[src/rtl/ropuf_pkg.sv]
`timescale 1ns/1ps
package ropuf_pkg;

    typedef enum logic [1:0] {
        ST_IDLE   = 2'd0,
        ST_COUNT  = 2'd1,
        ST_STORE  = 2'd2,
        ST_SEARCH = 2'd3
    } ro_state_e;

    typedef enum logic {
        MODE_PAIR = 1'b0,
        MODE_MASK = 1'b1
    } ro_mode_e;

    typedef struct packed {
        logic bit_out;
        logic tie;
    } ro_verdict_t;

    function automatic logic [31:0] abs_gap(input logic [31:0] a, input logic [31:0] b);
        return (a > b) ? (a - b) : (b - a);
    endfunction

    function automatic ro_verdict_t judge(input logic [31:0] a, input logic [31:0] b);
        ro_verdict_t v;
        v.bit_out = (a > b);
        v.tie     = (a == b);
        return v;
    endfunction

endpackage

[src/rtl/ro_edge_sync.sv]
`timescale 1ns/1ps
module ro_edge_sync #(
    parameter int N = 16
) (
    input  logic         clk,
    input  logic         rst,
    input  logic [N-1:0] async_in,
    output logic [N-1:0] rise
);

    for (genvar b = 0; b < N; b++) begin : g_bit
        logic [2:0] sh;

        always_ff @(posedge clk) begin
            if (rst) sh <= '0;
            else     sh <= {sh[1:0], async_in[b]};
        end

        assign rise[b] = sh[1] & ~sh[2];

        AST_SINGLE_RISE: assert property (@(posedge clk) disable iff (rst)
            rise[b] |=> !rise[b]);
    end

endmodule

[src/rtl/ro_sat_counter.sv]
`timescale 1ns/1ps
module ro_sat_counter #(
    parameter int W = 16
) (
    input  logic         clk,
    input  logic         rst,
    input  logic         clr,
    input  logic         inc,
    output logic [W-1:0] value
);

    localparam logic [W-1:0] TOP = '1;

    always_ff @(posedge clk) begin
        if (rst || clr)                  value <= '0;
        else if (inc && (value != TOP))  value <= value + W'(1);
    end

    AST_SAT_HOLD: assert property (@(posedge clk) disable iff (rst)
        (value == TOP && !clr) |=> (value == TOP));
    AST_NO_WRAP: assert property (@(posedge clk) disable iff (rst)
        !clr |=> (value >= $past(value)));

endmodule

[src/rtl/ro_max_gap_search.sv]
`timescale 1ns/1ps
module ro_max_gap_search
    import ropuf_pkg::*;
#(
    parameter int K = 8,
    parameter int W = 16,
    localparam int IW = $clog2(K)
) (
    input  logic                clk,
    input  logic                rst,
    input  logic                go,
    input  logic [K-1:0][W-1:0] counts,
    output logic                fin,
    output logic [IW-1:0]       sel_lo,
    output logic [IW-1:0]       sel_hi
);

    logic          run;
    logic [IW-1:0] i_q, j_q;
    logic [W-1:0]  best_gap, gap;
    logic          last;

    always_comb begin
        gap  = W'(abs_gap(32'(counts[i_q]), 32'(counts[j_q])));
        last = (i_q == IW'(K-2)) && (j_q == IW'(K-1));
    end

    always_ff @(posedge clk) begin
        if (rst) begin
            run <= 1'b0; fin <= 1'b0;
            i_q <= '0;   j_q <= IW'(1);
            best_gap <= '0;
            sel_lo <= '0; sel_hi <= IW'(1);
        end else begin
            fin <= 1'b0;
            if (go) begin
                run <= 1'b1;
                i_q <= '0;   j_q <= IW'(1);
                best_gap <= '0;
                sel_lo <= '0; sel_hi <= IW'(1);
            end else if (run) begin
                if (gap > best_gap) begin
                    best_gap <= gap;
                    sel_lo   <= i_q;
                    sel_hi   <= j_q;
                end
                if (last) begin
                    run <= 1'b0;
                    fin <= 1'b1;
                end else if (j_q == IW'(K-1)) begin
                    i_q <= i_q + IW'(1);
                    j_q <= IW'(int'(i_q) + 2);
                end else begin
                    j_q <= j_q + IW'(1);
                end
            end
        end
    end

    AST_PAIR_ORDER: assert property (@(posedge clk) disable iff (rst)
        sel_lo < sel_hi);
    AST_SCAN_ORDER: assert property (@(posedge clk) disable iff (rst)
        run |-> (i_q < j_q));
    AST_FIN_PULSE: assert property (@(posedge clk) disable iff (rst)
        fin |=> !fin);

endmodule

[src/rtl/ro_pair_puf.sv]
`timescale 1ns/1ps
module ro_pair_puf
    import ropuf_pkg::*;
#(
    parameter int NUM_OSC     = 16,
    parameter int GROUP_K     = 8,
    parameter int CNT_W       = 16,
    parameter int WIN_W       = 16,
    parameter int DEFAULT_WIN = 1024,
    localparam int CH_W  = $clog2(NUM_OSC / 2),
    localparam int LOC_W = $clog2(GROUP_K)
) (
    input  logic               clk,
    input  logic               rst,
    input  logic [NUM_OSC-1:0] osc_in,
    input  logic               start,
    input  logic               mode,
    input  logic [CH_W-1:0]    challenge,
    input  logic [WIN_W-1:0]   window_len,
    output logic               busy,
    output logic               done,
    output logic               response,
    output logic               unstable,
    output logic [LOC_W-1:0]   helper_lo,
    output logic [LOC_W-1:0]   helper_hi
);

    localparam int NGRP   = NUM_OSC / GROUP_K;
    localparam int GRP_W  = (NGRP > 1) ? $clog2(NGRP) : 1;
    localparam int IDX_W  = $clog2(NUM_OSC);
    localparam int SLOTS  = GROUP_K / 2;
    localparam int SLOT_W = (SLOTS > 1) ? $clog2(SLOTS) : 1;

    // synchronised rising-edge pulses
    logic [NUM_OSC-1:0] rise;

    ro_edge_sync #(.N(NUM_OSC)) u_sync (
        .clk      (clk),
        .rst      (rst),
        .async_in (osc_in),
        .rise     (rise)
    );

    ro_state_e                  state;
    ro_mode_e                   mode_q;
    logic [CH_W-1:0]            chal_q;
    logic [WIN_W-1:0]           win_q, timer;
    logic [SLOT_W-1:0]          slot;
    logic [GROUP_K-1:0][CNT_W-1:0] bank;
    logic                       done_q, resp_q, unst_q;
    logic [LOC_W-1:0]           lo_q, hi_q;

    // lane selection
    logic [IDX_W-1:0] idx_a, idx_b;

    always_comb begin
        if (mode_q == MODE_MASK)
            idx_a = IDX_W'(int'(chal_q[GRP_W-1:0]) * GROUP_K + 2 * int'(slot));
        else
            idx_a = IDX_W'(2 * int'(chal_q));
        idx_b = idx_a + IDX_W'(1);
    end

    logic [1:0]            lane_inc;
    logic                  lane_clr;
    logic [1:0][CNT_W-1:0] lane_cnt;

    assign lane_inc[0] = (state == ST_COUNT) & rise[idx_a];
    assign lane_inc[1] = (state == ST_COUNT) & rise[idx_b];
    assign lane_clr    = (state == ST_IDLE) || (state == ST_STORE);

    for (genvar L = 0; L < 2; L++) begin : g_lane
        ro_sat_counter #(.W(CNT_W)) u_cnt (
            .clk   (clk),
            .rst   (rst),
            .clr   (lane_clr),
            .inc   (lane_inc[L]),
            .value (lane_cnt[L])
        );
    end

    // group sweep
    logic             srch_go, srch_fin;
    logic [LOC_W-1:0] pick_lo, pick_hi;

    ro_max_gap_search #(.K(GROUP_K), .W(CNT_W)) u_search (
        .clk    (clk),
        .rst    (rst),
        .go     (srch_go),
        .counts (bank),
        .fin    (srch_fin),
        .sel_lo (pick_lo),
        .sel_hi (pick_hi)
    );

    ro_verdict_t v_pair, v_mask;

    always_comb begin
        v_pair = judge(32'(lane_cnt[0]), 32'(lane_cnt[1]));
        v_mask = judge(32'(bank[pick_lo]), 32'(bank[pick_hi]));
    end

    // sequencer
    always_ff @(posedge clk) begin
        if (rst) begin
            state   <= ST_IDLE;
            mode_q  <= MODE_PAIR;
            chal_q  <= '0;
            win_q   <= WIN_W'(1);
            timer   <= '0;
            slot    <= '0;
            bank    <= '0;
            srch_go <= 1'b0;
            done_q  <= 1'b0;
            resp_q  <= 1'b0;
            unst_q  <= 1'b0;
            lo_q    <= '0;
            hi_q    <= '0;
        end else begin
            done_q  <= 1'b0;
            srch_go <= 1'b0;
            case (state)
                ST_IDLE: begin
                    if (start) begin
                        mode_q <= ro_mode_e'(mode);
                        chal_q <= challenge;
                        win_q  <= (window_len == '0) ? WIN_W'(DEFAULT_WIN) : window_len;
                        timer  <= '0;
                        slot   <= '0;
                        state  <= ST_COUNT;
                    end
                end
                ST_COUNT: begin
                    if (timer == win_q - WIN_W'(1)) begin
                        timer <= '0;
                        state <= ST_STORE;
                    end else begin
                        timer <= timer + WIN_W'(1);
                    end
                end
                ST_STORE: begin
                    if (mode_q == MODE_PAIR) begin
                        resp_q <= v_pair.bit_out;
                        unst_q <= v_pair.tie;
                        lo_q   <= '0;
                        hi_q   <= '0;
                        done_q <= 1'b1;
                        state  <= ST_IDLE;
                    end else begin
                        bank[LOC_W'(2 * int'(slot))]     <= lane_cnt[0];
                        bank[LOC_W'(2 * int'(slot) + 1)] <= lane_cnt[1];
                        if (slot == SLOT_W'(SLOTS - 1)) begin
                            srch_go <= 1'b1;
                            state   <= ST_SEARCH;
                        end else begin
                            slot  <= slot + SLOT_W'(1);
                            state <= ST_COUNT;
                        end
                    end
                end
                ST_SEARCH: begin
                    if (srch_fin) begin
                        resp_q <= v_mask.bit_out;
                        unst_q <= v_mask.tie;
                        lo_q   <= pick_lo;
                        hi_q   <= pick_hi;
                        done_q <= 1'b1;
                        state  <= ST_IDLE;
                    end
                end
                default: state <= ST_IDLE;
            endcase
        end
    end

    assign busy      = (state != ST_IDLE);
    assign done      = done_q;
    assign response  = resp_q;
    assign unstable  = unst_q;
    assign helper_lo = lo_q;
    assign helper_hi = hi_q;

    AST_DONE_ONE_CYCLE: assert property (@(posedge clk) disable iff (rst)
        done |=> !done);
    AST_BUSY_AFTER_START: assert property (@(posedge clk) disable iff (rst)
        (!busy && start) |=> busy);
    AST_START_IGNORED: assert property (@(posedge clk) disable iff (rst)
        (busy && start) |=> ($stable(chal_q) && $stable(mode_q) && $stable(win_q)));
    AST_TIMER_BOUND: assert property (@(posedge clk) disable iff (rst)
        (state == ST_COUNT) |-> (timer < win_q));
    AST_TIE_ZERO: assert property (@(posedge clk) disable iff (rst)
        (done && unstable) |-> !response);
    AST_PAIR_HELPERS: assert property (@(posedge clk) disable iff (rst)
        (done && mode_q == MODE_PAIR) |-> (helper_lo == '0 && helper_hi == '0));

endmodule

[config.mk]
export PLATFORM = sky130hd
export DESIGN_NAME = ro_pair_puf
export DESIGN_NICKNAME = d
export VERILOG_FILES = /design/src/rtl/ropuf_pkg.sv /design/src/rtl/ro_edge_sync.sv /design/src/rtl/ro_sat_counter.sv /design/src/rtl/ro_max_gap_search.sv /design/src/rtl/ro_pair_puf.sv
export SDC_FILE = /design/constraint.sdc
export NUM_CORES = 1
export LEC_CHECK = 0
export CAP_MARGIN = 15
export CORE_UTILIZATION = 55
export CTS_CLUSTER_SIZE = 25
export DETAILED_ROUTE_END_ITERATION = 10
export DONT_BUFFER_PORTS = 1
export PLACE_DENSITY = 0.7
export SYNTH_ARGS = -nofsm -noshare
export SYNTH_HDL_FRONTEND = slang
export SYNTH_SLANG_ARGS = --single-unit
[constraint.sdc]
create_clock -name clk -period 7.18 [get_ports clk]
set_input_delay 1.436 -clock clk [delete_from_list [all_inputs] [get_ports clk]]
set_output_delay 1.436 -clock clk [all_outputs]
set_load 0.005 [all_outputs]
==> Yosys cells after proc, flatten, opt, wreduce, memory -nomap -nowiden <==
Index checks and enable logic that the tools add are counted.
Widths: inputs -> output; s select.
{ "totals": {"reg_bits": 288, "in_bits": 39, "word_cells": 206} }
{ "classes": {"addsub": 13, "n_lt_le_gt_ge": 14, "n_eq_ne": 17, "muxes": 54, "bitwise_logic": 38, "n_reduce_logical": 25} }
{ "op_table": {"columns": ["operator", "n"], "rows": [
  ["$bwmux 128", 2],
  ["$bmux 16 s3", 4],
  ["$mux 16", 10],
  ["$gt 16x16->1", 4],
  ["$add 16x1->16 const B", 3],
  ["$demux 16 s3", 1],
  ["$eq 16x16->1", 3],
  ["$demux 16 s2", 1],
  ["$ne 16x16->1 const B", 2],
  ["$pmux 16 s2", 1],
  ["$sub 16x16->16", 2],
  ["$not 1->1", 20],
  ["$and 1x1->1", 18],
  ["$logic_not 16->1", 1],
  ["$lt 3x4->1 const B", 4],
  ["$mux 2", 8],
  ["$sub 16x1->16 const B", 1],
  ["$mux 1", 13],
  ["$mux 3", 4],
  ["$pmux 3 s2", 2],
  ["$lt 3x5->1 const B", 2],
  ["$lt 4x5->1 const B", 2],
  ["$reduce_and 2->1", 5],
  ["$add 3x1->3 const B", 3],
  ["other kinds (23)", 45]
]} }

==> Logic depth before layout (Yosys ltp) <==
Gate-level depths: netlist of the first run.
{ "depth": {"word_depth": 7, "mapped_depth": 28} }

==> Modules after synthesis <==
Synthesis of the first run repeated with hierarchy kept, for this count alone.
{ "unflattened": {"hier_cells": 1986, "hier_area_um2": 18166.2} }
{ "modules_own_cells": {"columns": ["module", "n_inst", "cells_per_inst", "area_each_um2", "seq_area_each_um2"], "rows": [
  ["ro_pair_puf", 1, 1144, 9900.7, 3563.4],
  ["ro_max_gap_search", 1, 535, 5166.2, 600.6],
  ["ro_sat_counter", 2, 95, 847.1, 320.3],
  ["ro_edge_sync", 1, 117, 1405.1, 960.9]
]} }

==> Worst setup path before layout of the first run <==
Ideal clock, no wire load.
{ "synth_timing": {"kind": "register -> register", "from": "register u_search.i_q[1]", "to": "register u_search.sel_hi[0]", "arrival_time_ns": 6.118, "t_required_ns": 7.056, "slack_ns": 0.938, "path_stages_with_launch": 26, "n_path_buf": 6, "period_less_slack_ns": 6.242, "path_cell_list": "dfxtp_1 -> clkbuf_1 -> buf_1 -> clkbuf_1 -> mux4_2 -> mux2i_1 -> inv_1 -> fa_1 -> a211oi_1 -> o21ai_0 -> o311ai_0 -> a21oi_1 -> buf_2 -> o211ai_1 -> o21ai_0 -> xnor2_1 -> ha_1 -> a211oi_1 -> nor2_1 -> nor3_1 -> nor2_1 -> o31ai_1 -> clkbuf_1 -> clkbuf_1 -> mux2i_1 -> nand2_1"} }
{ "synth_via": {"elab_chain_cells": 6, "elab_cells_between_ends": 8, "classes_between": "2 x add/sub; 2 x order compare; 3 x mux; 1 x reduce/logical"} }
{ "synth_rtl": {"columns": ["element", "line_no", "text"], "rows": [
  ["start: declaration", "ro_max_gap_search.sv:19", "logic [IW-1:0] i_q, j_q;"],
  ["start signal: assignment", "ro_max_gap_search.sv:51", "i_q <= i_q + IW'(1);"],
  ["$bmux 16 s3 (*)", "ro_max_gap_search.sv:24", "gap = W'(abs_gap(32'(counts[i_q]), 32'(counts[j_q])));"],
  ["$mux 16 (implied by the code) (*)", "ro_max_gap_search.sv:24", null],
  ["$sub 16x16->16 or $gt 16x16->1 (tied branches)", "ropuf_pkg.sv:22", "return (a > b) ? (a - b) : (b - a);"],
  ["$mux 16 (*)", "ropuf_pkg.sv:22", null],
  ["named net u_search.gap[9]", "ro_max_gap_search.sv:20", "logic [W-1:0] best_gap, gap;"],
  ["$gt 16x16->1 (*)", "ro_max_gap_search.sv:42", "if (gap > best_gap) begin"],
  ["$reduce_and 2->1 (no source line) (*)", null, null],
  ["end signal: assignment", "ro_max_gap_search.sv:45", "sel_hi <= j_q;"],
  ["end: declaration", "ro_max_gap_search.sv:15", "output logic [IW-1:0] sel_hi"]
]} }
The timed path passes the listed nets; every way through them passes the cells marked *. The select of a mux whose other input is x is not followed.
A chain may end at the register's enable or synchronous reset.

==> Worst setup path in the final report of the first run <==
{ "layout_timing": {"from": "register u_search.i_q[0]", "to": "register u_search.best_gap[14]"} }
{ "layout_via": {"elab_chain_cells": 6, "elab_cells_between_ends": 8, "classes_between": "2 x add/sub; 2 x order compare; 3 x mux; 1 x reduce/logical"} }
{ "layout_rtl": {"columns": ["element", "line_no", "text"], "rows": [
  ["$bmux 16 s3 (*)", "ro_max_gap_search.sv:24", null],
  ["$mux 16 (implied by the code) (*)", "ro_max_gap_search.sv:24", null],
  ["$sub 16x16->16 or $gt 16x16->1 (tied branches)", "ropuf_pkg.sv:22", null],
  ["$mux 16 (*)", "ropuf_pkg.sv:22", null],
  ["named net u_search.gap[9]", "ro_max_gap_search.sv:20", null],
  ["$gt 16x16->1 (*)", "ro_max_gap_search.sv:42", null],
  ["$reduce_and 2->1 (no source line) (*)", null, null],
  ["end signal: assignment", "ro_max_gap_search.sv:43", "best_gap <= gap;"],
  ["end: declaration", "ro_max_gap_search.sv:20", null]
]} }
Marks and branches as above.

==> results by group, run 1 <==
Setup path
  – CP max stage delay: roughly 0.56 ns
  – Reg2reg setup slack: 1.17 ns
  – RR Startpoint: u_search.i_q[0]$_SDFFE_PP0P_
  – CP endpoint kind: flip-flop
  – CP max-delay cell: o31ai_2
  – FF-to-FF End: u_search.best_gap[14]$_SDFFE_PP0P_
  – CP delay by family, top: compound AO/OA/AOI/OAI gates
  – Buf/Inv on CP: 5
  – Crit path required time: 7.60 ns
  – Setup CP Type: flip-flop to flip-flop
  – Reg2reg path depth: 24
  – Ordered list of cells on the worst path: buf_4, mux4_2, mux2i_1, inv_1, ha_1, a211oi_1, o21ai_0, buf_4, o311ai_0, a21oi_2, buf_4, o211ai_1, o21ai_0, xnor2_1, ha_1, a211oi_1, nor2_1, nor3_1, nor2_1, o31ai_2, buf_4, nor3_1, a32oi_1, nand3_1
  – WP data arrival: 6.42 ns
  – Crit-path max FO: 22
  – Most numerous cell on the critical path: buf_4
  – Crit start category: flip-flop

Power and ir drop
  – VDD IR max: 200 uV
  – Leakage: about 6.8 nW
  – Pwr Density: 185 nW/um2

Place
  – IO buf count: 0
  – HPWL Detailed: approximately 32000 um
  – Cells after DPL: 2238
  – Placed inst area: 17800 um2
  – RD Place Congestion: between 0.9 and 1

Die
  – Chip Width: 181 um
  – Placeable Area: 31600 um2
  – Rows: 65
  – I/O pins: 49
  – Die footprint: about 33000 um2
  – Die H: 181 um
  – Starting Density: 55.9%

Detailed routing
  – Pre-antenna DRT Iters: 5
  – Antenna Nets Post-Route: 0
  – Avg Vias per Cell: 6.32
  – Drt total wl: ~47000 um
  – Iteration-0 DRC Markers: 1456
  – Via count: 14500
  – Drt drc: 0
  – Routed len/inst: between 20 and 25 um

Logic synthesis
  – Number of distinct library cells after synthesis: 71
  – Syn_nets: 2083
  – Number of enable flip-flop cells after synthesis: 0
  – Post-synth top area share: 32.6%
  – Async S/R FF share, synth: 0%
  – Post-synthesis sequential area ratio: 32.6%
  – Top post-synthesis cells by area: dfxtp_1 (33%), mux4_2 (16%), nand2_1 (7.6%), ha_1 (6.6%), a21oi_1 (5.8%)
  – Synthesized flop and latch total: roughly 290
  – Mapped Avg Cell Area: 9.08 um2
  – Cells after Synth: 1949
  – Yosys top cell by area: dfxtp_1
  – Ys flop type: dfxtp_1
  – Synth warn: 0
  – Post-Syn Area: 17700 um2

Global route
  – GR Util All Layers: between 20% and 30%
  – Vias in the first global route: about 14000
  – Largest net degree at the start of global routing: 214
  – Initial antenna violation count: 0
  – Grt ovf: 0
  – First-pass GRT wire length: between 70000 and 80000 um

CTS
  – Clock sinks: 288
  – Post_cts resized: 0
  – Clock Tree Root: clkbuf_16
  – Setup repair bufs after CTS: 0
  – CTS buffer count: 35
  – Post-CTS Hold Buffers: 0
  – Clock slew at reported path FFs: 0.06 ns
  – CTS tree: done
  – Max Buffers Root-to-Sink: 3
  – Clk_lat worst skew: around 0.54 ns
  – H-tree depth: 2

STA
  – Worst Skew: 0.0108 ns
  – Final setup vio count: 0
  – Max_slew headroom: 25.4%
  – Post-layout min period: between 6 and 7 ns
  – Fin. Hold Viols: 0
  – Setup TNS: 0 ns
  – Fmax: around 0.17 GHz
  – RSZ-0062 raised after global routing: no
  – Final worst-path cycle share: 83.7%
  – Fin. max-slew vios: 0
  – Worst-Margin Slew: around 1.1 ns

Outcome
  – Status: complete, no violations

Job
  – Max cap viols: 0

Worst hold path
  – Hold endpoint: u_sync.g_bit[0].sh[1]$_SDFF_PP0_
  – Min-delay src: u_sync.g_bit[0].sh[0]$_SDFF_PP0_
  – Hold Path Depth: 1
  – Worst Hold Class: flip-flop to flip-flop

Cells and area
  – Layout area overhead: 7.25%
  – Final Non-Filler Cells: 2300
  – Layout net count: 2007
  – # diodes: 0
  – Fraction of layout cells with a size suffix above 1: 14.0%
  – Fin area: 19000 um2
## metal layers
layer / vias to the layer above / global-route usage, % / routed length (um)
met5: - / 0 / 0
met3: 100 / 4.89 / 4120
met1: 7018 / 39.4 / 19900
met4: 0 / 10.7 / 1330
met2: 643 / 47.2 / 22000
li1: 6779 / - / -
## synthesized netlist by cell type, types with 17 or more instances
cell / instances
a21oi_1: 204
a22o_1: 17
buf_1: 19
clkbuf_1: 101
dfxtp_1: 288
ha_1: 93
inv_1: 82
mux2_2: 21
mux2i_1: 79
mux4_2: 129
nand2_1: 360
nand3_1: 36
nand4_1: 31
nor2_1: 106
nor2b_1: 64
nor3_1: 22
o21ai_0: 43
xnor2_1: 41
xor2_1: 29
## power by group
part	internal, W	leakage, nW	switching, W	total, W
sequential	0.00162	2.33	0.0000189	0.00164
clock	0.00104	0.566	0.000724	0.00177
combinational	0.0000462	3.95	0.0000656	0.000112
total	0.00271	6.85	0.000808	0.00352
## kinds of logic after synthesis
kind of cell	synth area share, %
DFF	32.6
AOI/OAI and AO/OA	11.8
and+or+nand+nor	18.2
xor gates and xnor gates	3.46
adders and majority gates	6.80
muxes	22.2
buffers and inverters	5.00
## stage by stage
stage / hold WS [ns] / worst slack, ns / util [%] / total power (W)
finish: 0.434 / 1.17 / 60.0 / 0.00352
global route: 0.450 / 0.745 / 60.0 / 0.00362
CTS: 0.437 / 1.24 / 60.0 / 0.00354
detailed placement: 0.423 / 1.27 / 56.4 / 0.00178
global placement: 0.415 / 1.41 / 56.4 / 0.00178
floorplan: 0.406 / 0.938 / - / 0.00178
## state kept, by name (all words and copies together), names as in the netlist, 2 cells and up
name	flops
chal_q	3
u_sync.g_bit.sh	48
u_search.sel_hi	3
g_lane.u_cnt.value	32
u_search.i_q	3
state	2
u_search.j_q	3
win_q	16
helper_hi	3
u_search.best_gap	16
timer	16
slot	2
u_search.sel_lo	3
helper_lo	3
bank	128
## cells in the final DEF, fill, tap and decap left out, types with 41 or more instances in the layout
cell / netlist / routed
ha_1: 93 / 93
mux4_2: 129 / 129
nor2b_1: 64 / 64
xnor2_1: 41 / 41
mux2i_1: 79 / 79
inv_1: 82 / 82
a21oi_1: 204 / 203
o21ai_0: 43 / 43
dfxtp_1: 288 / 280
nand2_1: 360 / 360
nor2_1: 106 / 102
## cell type report
class | count | area (um2)
Tap cell | 402 | 503
Multi-Input combinational cell | 1445 | 11100
Timing Repair Buffer | 21 | 170
Sequential cell | 288 | 5780
Inverter | 82 | 308
Fill cell | 2690 | 12700
Clock inverter | 18 | 184
Clock buffer | 44 | 970
## worst max path at each step
stage | from | to | depth (start not counted)
5_1_grt | u_search.i_q[0]$_SDFFE_PP0P_ | u_search.best_gap[6]$_SDFFE_PP0P_ | 21
3_5_place_dp | u_search.i_q[0]$_SDFFE_PP0P_ | u_search.best_gap[14]$_SDFFE_PP0P_ | 24
2_1_floorplan | u_search.i_q[1]$_SDFFE_PP0P_ | u_search.sel_hi[0]$_SDFFE_PP1P_ | 25
6_report | u_search.i_q[0]$_SDFFE_PP0P_ | u_search.best_gap[14]$_SDFFE_PP0P_ | 24
4_1_cts | u_search.i_q[0]$_SDFFE_PP0P_ | u_search.best_gap[14]$_SDFFE_PP0P_ | 24
3_3_place_gp | u_search.i_q[0]$_SDFFE_PP0P_ | u_search.best_gap[14]$_SDFFE_PP0P_ | 23
(Power assumes the default switching activity.)
==> run 2: changes to the inputs <==
--- a/config.mk
+++ b/config.mk
@@ -10,7 +10,7 @@
 export CTS_CLUSTER_SIZE = 25
 export DETAILED_ROUTE_END_ITERATION = 10
 export DONT_BUFFER_PORTS = 1
-export PLACE_DENSITY = 0.7
+export PLACE_DENSITY = 0.73
 export SYNTH_ARGS = -nofsm -noshare
 export SYNTH_HDL_FRONTEND = slang
 export SYNTH_SLANG_ARGS = --single-unit
==> constraint.sdc (replaced) <==
create_clock -name clk -period 4.9 [get_ports clk]
set_input_delay 0.98 -clock clk [delete_from_list [all_inputs] [get_ports clk]]
set_output_delay 0.98 -clock clk [all_outputs]
set_load 0.005 [all_outputs]
==> results by group, run 2 (same netlist as run 1, synthesis figures left out) <==
Detailed routing
  – Via count: 15300 (was 14500)
  – Avg Vias per Cell: 6.25 (was 6.32)
  – Iteration-0 DRC Markers: 1386 (was 1456)
  – Routed len/inst: 20.3 um (was 20.6 um)
  – Drt total wl: 50000 um (was 47400 um)
  – Pre-antenna DRT Iters: 6 (was 5)
  – Antenna Nets Post-Route: 0 (unchanged)
  – Drt drc: 0 (unchanged)

STA
  – Fin. Hold Viols: 0 (unchanged)
  – Worst-Margin Slew: 1.23 ns (was 1.12 ns)
  – Post-layout min period: 5.06 ns (was 6.01 ns)
  – Final worst-path cycle share: 103% (was 83.7%)
  – Fmax: 0.198 GHz (was 0.166 GHz)
  – Worst Skew: 0.0183 ns (was 0.0108 ns)
  – PnR worst setup slack: -0.162 ns (was 1.17 ns)
  – RSZ-0062 raised after global routing: yes (was no)
  – Max_slew headroom: 18.1% (was 25.4%)
  – Fin. max-slew vios: 0 (unchanged)
  – WHS: 0.428 ns (was 0.434 ns)
  – Final setup vio count: 22 (was 0)

Worst hold path
  – Worst Hold Class: flip-flop to flip-flop (unchanged)

Cells and area
  – Regs by FF count: bank (128), u_sync.g_bit.sh (48), g_lane.u_cnt.value (32) (unchanged)
  – Filler instances: 2479 (was 2690)
  – Area of the multi-input gates: 11500 um2 (was 11100 um2)
  – Seq. cell area: 5780 um2 (about the same)
  – Final Core Density: 65.5% (was 60.0%)
  – Commonest non-fill, non-tap cells in the layout: nand2_1 (359), dfxtp_1 (280), a21oi_1 (194) (was nand2_1 (360), dfxtp_1 (280), a21oi_1 (203))
  – Commonest non-fill, non-tap cell in the layout: nand2_1 (unchanged)
  – Largest Register: bank (unchanged)
  – Fraction of layout cells with a size suffix above 1: 23.4% (was 14.0%)
  – Fin area: 20700 um2 (was 19000 um2)
  – Layout area overhead: 17.1% (was 7.25%)
  – # diodes: 0 (unchanged)
  – Layout net count: 2168 (was 2007)
  – Max reg flops: 128 (unchanged)

Die
  – Chip Width: 181 um (unchanged)
  – Placeable Area: 31600 um2 (unchanged)
  – Die footprint: 32900 um2 (unchanged)
  – Die H: 181 um (unchanged)
  – I/O pins: 49 (unchanged)
  – Starting Density: 55.9% (unchanged)
  – Rows: 65 (unchanged)

Power and ir drop
  – Clock Power Share: 49.2% (was 50.2%)
  – Internal power: 0.00386 W (was 0.00271 W)
  – Leakage: 7.75 nW (was 6.85 nW)
  – Pwr Density: 243 nW/um2 (was 185 nW/um2)
  – Comb pwr share: 3.3% (was 3.2%)
  – Switching share of power: 23.4% (was 23.0%)
  – Sequential Power Share: 47.5% (was 46.6%)
  – Sw Pwr: 0.00118 W (was 0.000808 W)
  – VDD IR max: 314 uV (was 200 uV)

Setup path
  – RR Startpoint: u_search.i_q[0]$_SDFFE_PP0P_ (unchanged)
  – Crit-path max FO: 8 (was 22)
  – Reg2reg setup slack: -0.16 ns (was 1.17 ns)
  – Crit start category: flip-flop (unchanged)
  – Reg2reg path depth: 23 (was 24)
  – FF-to-FF End: u_search.sel_hi[2]$_SDFFE_PP0P_ (was u_search.best_gap[14]$_SDFFE_PP0P_)
  – Setup CP Type: flip-flop to flip-flop (unchanged)
  – Crit path required time: 5.31 ns (was 7.60 ns)
  – CP endpoint kind: flip-flop (unchanged)
  – WP data arrival: 5.47 ns (was 6.42 ns)
  – Critical path origin: u_search.i_q[0]$_SDFFE_PP0P_ (unchanged)
  – Worst setup path endpoint: u_search.sel_hi[2]$_SDFFE_PP0P_ (was u_search.best_gap[14]$_SDFFE_PP0P_)

CTS
  – H-tree depth: 2 (unchanged)
  – Clock Tree Root: clkbuf_16 (unchanged)
  – CTS buffer count: 34 (was 35)
  – CTS tree: done (unchanged)
  – Clock sinks: 288 (unchanged)
  – Max Buffers Root-to-Sink: 3 (unchanged)
  – Clk_lat worst skew: 0.55 ns (was 0.54 ns)
  – Clock slew at reported path FFs: 0.06 ns (about the same)

Place
  – Placed inst area: 18900 um2 (was 17800 um2)
  – RD Place Congestion: 0.975 (was 0.946)
  – HPWL Detailed: 33800 um (was 32400 um)
  – Pre-CTS setup slack: -0.248 ns (was 1.27 ns)
  – IO buf count: 0 (unchanged)

Global route
  – Initial antenna violation count: 0 (unchanged)
  – First-pass GRT wire length: 78500 um (was 75800 um)
  – Grt ovf: 0 (unchanged)
  – Largest net degree at the start of global routing: 214 (unchanged)
  – GR Util All Layers: 30.1% (was 29.2%)
  – Vias in the first global route: 14900 (was 14100)

Job
  – Max cap viols: 0 (unchanged)

Outcome
  – Status: finished with violations (was complete, no violations)
  – Failing checks: setup timing
==> run 2: cell types whose count changed in the layout (fill, tap and decap cells not counted), sizes merged <==
cell	before	now
buf	21	181
clkbuf	44	40
clkinv	9	13
inv	85	82
clkinvlp	4	3
==> run 2: layer usage <==
metal  vias to the layer above  part of all wire, %  GRT usage, %
li1                       7104                    -             -
met1                      7348                   40          38.5
met2                       739                   48          50.0
met3                       157                  8.6          5.31
met4                         0                  3.9          12.8
met5                         -                    0             0
==> run 2: worst min path at each step <==
stage / cells after the start / slack, ns / endpoint / start
floorplan: 2 / 0.41 / u_sync.g_bit[0].sh[2]$_SDFF_PP0_ / u_sync.g_bit[0].sh[1]$_SDFF_PP0_
detailed placement: 1 / 0.42 / u_sync.g_bit[7].sh[1]$_SDFF_PP0_ / u_sync.g_bit[7].sh[0]$_SDFF_PP0_
global placement: 1 / 0.42 / u_sync.g_bit[5].sh[1]$_SDFF_PP0_ / u_sync.g_bit[5].sh[0]$_SDFF_PP0_
global route: 2 / 0.44 / u_sync.g_bit[0].sh[2]$_SDFF_PP0_ / u_sync.g_bit[0].sh[1]$_SDFF_PP0_
CTS: 2 / 0.43 / u_sync.g_bit[0].sh[2]$_SDFF_PP0_ / u_sync.g_bit[0].sh[1]$_SDFF_PP0_
finish: 2 / 0.43 / u_sync.g_bit[0].sh[2]$_SDFF_PP0_ / u_sync.g_bit[0].sh[1]$_SDFF_PP0_
==> run 2: timing repair <==
item | 4_1_cts | 5_1_grt
resized for setup | 29 | 59
pin swaps | 17 | 38
setup buffers | 16 | 23
setup endpoints to repair | 22 | 22
hold buffers | 0 | 0
endpoints found under the hold margin | 0 | 0
cloned | 0 | 2
==> run 2: stage by stage <==
| stage | total power [W] | setup TNS (ns) | instances |
|---|---|---|---|
| after floorplan | 0.00261 | 0 | 1949 |
| after global placement | 0.00261 | -1.89 | 2361 |
| after detailed placement | 0.00262 | -4.03 | 2361 |
| after CTS | 0.00507 | 0 | 2433 |
| after global routing | 0.00520 | -7.29 | 2456 |
| final | 0.00504 | -2.38 | 2456 |
==> run 2: layout make-up <==
class / count / area share, %
multi-input cells: 1445 / 55.4
flip-flops and latches: 288 / 27.9
repair buffers: 183 / 7.53
clock buffers: 38 / 4.28
well taps: 402 / 2.43
inverters: 82 / 1.49
clock inverters: 18 / 1.01
==> run 2: power groups by stage <==
stage | clock network (W) | logic, W | registers, W
after CTS | 0.00251 | 0.000167 | 0.00240
after global routing | 0.00261 | 0.000183 | 0.00240
after floorplan | 0 | 0.000169 | 0.00244
after global placement | 0 | 0.000160 | 0.00245
final | 0.00248 | 0.000166 | 0.00240
after detailed placement | 0 | 0.000165 | 0.00245
==> run 2: worst max-delay path, cell delays in order (launching register included) <==
cell and delay [ns]:
dfxtp_4 0.37, buf_12 0.13, mux4_2 0.51, mux2i_2 0.21, ha_2 0.22, inv_2 0.05
fa_2 0.37, a211oi_2 0.25, o21ai_2 0.12, o311ai_4 0.30, a21oi_4 0.14, clkbuf_16 0.18
mux2i_1 0.12, xnor2_1 0.27, ha_1 0.30, o21ai_0 0.17, nor2_1 0.08, o21ai_2 0.18
a31oi_4 0.06, o31ai_4 0.33, buf_6 0.18, buf_6 0.10, mux2i_2 0.19, nor2_1 0.07
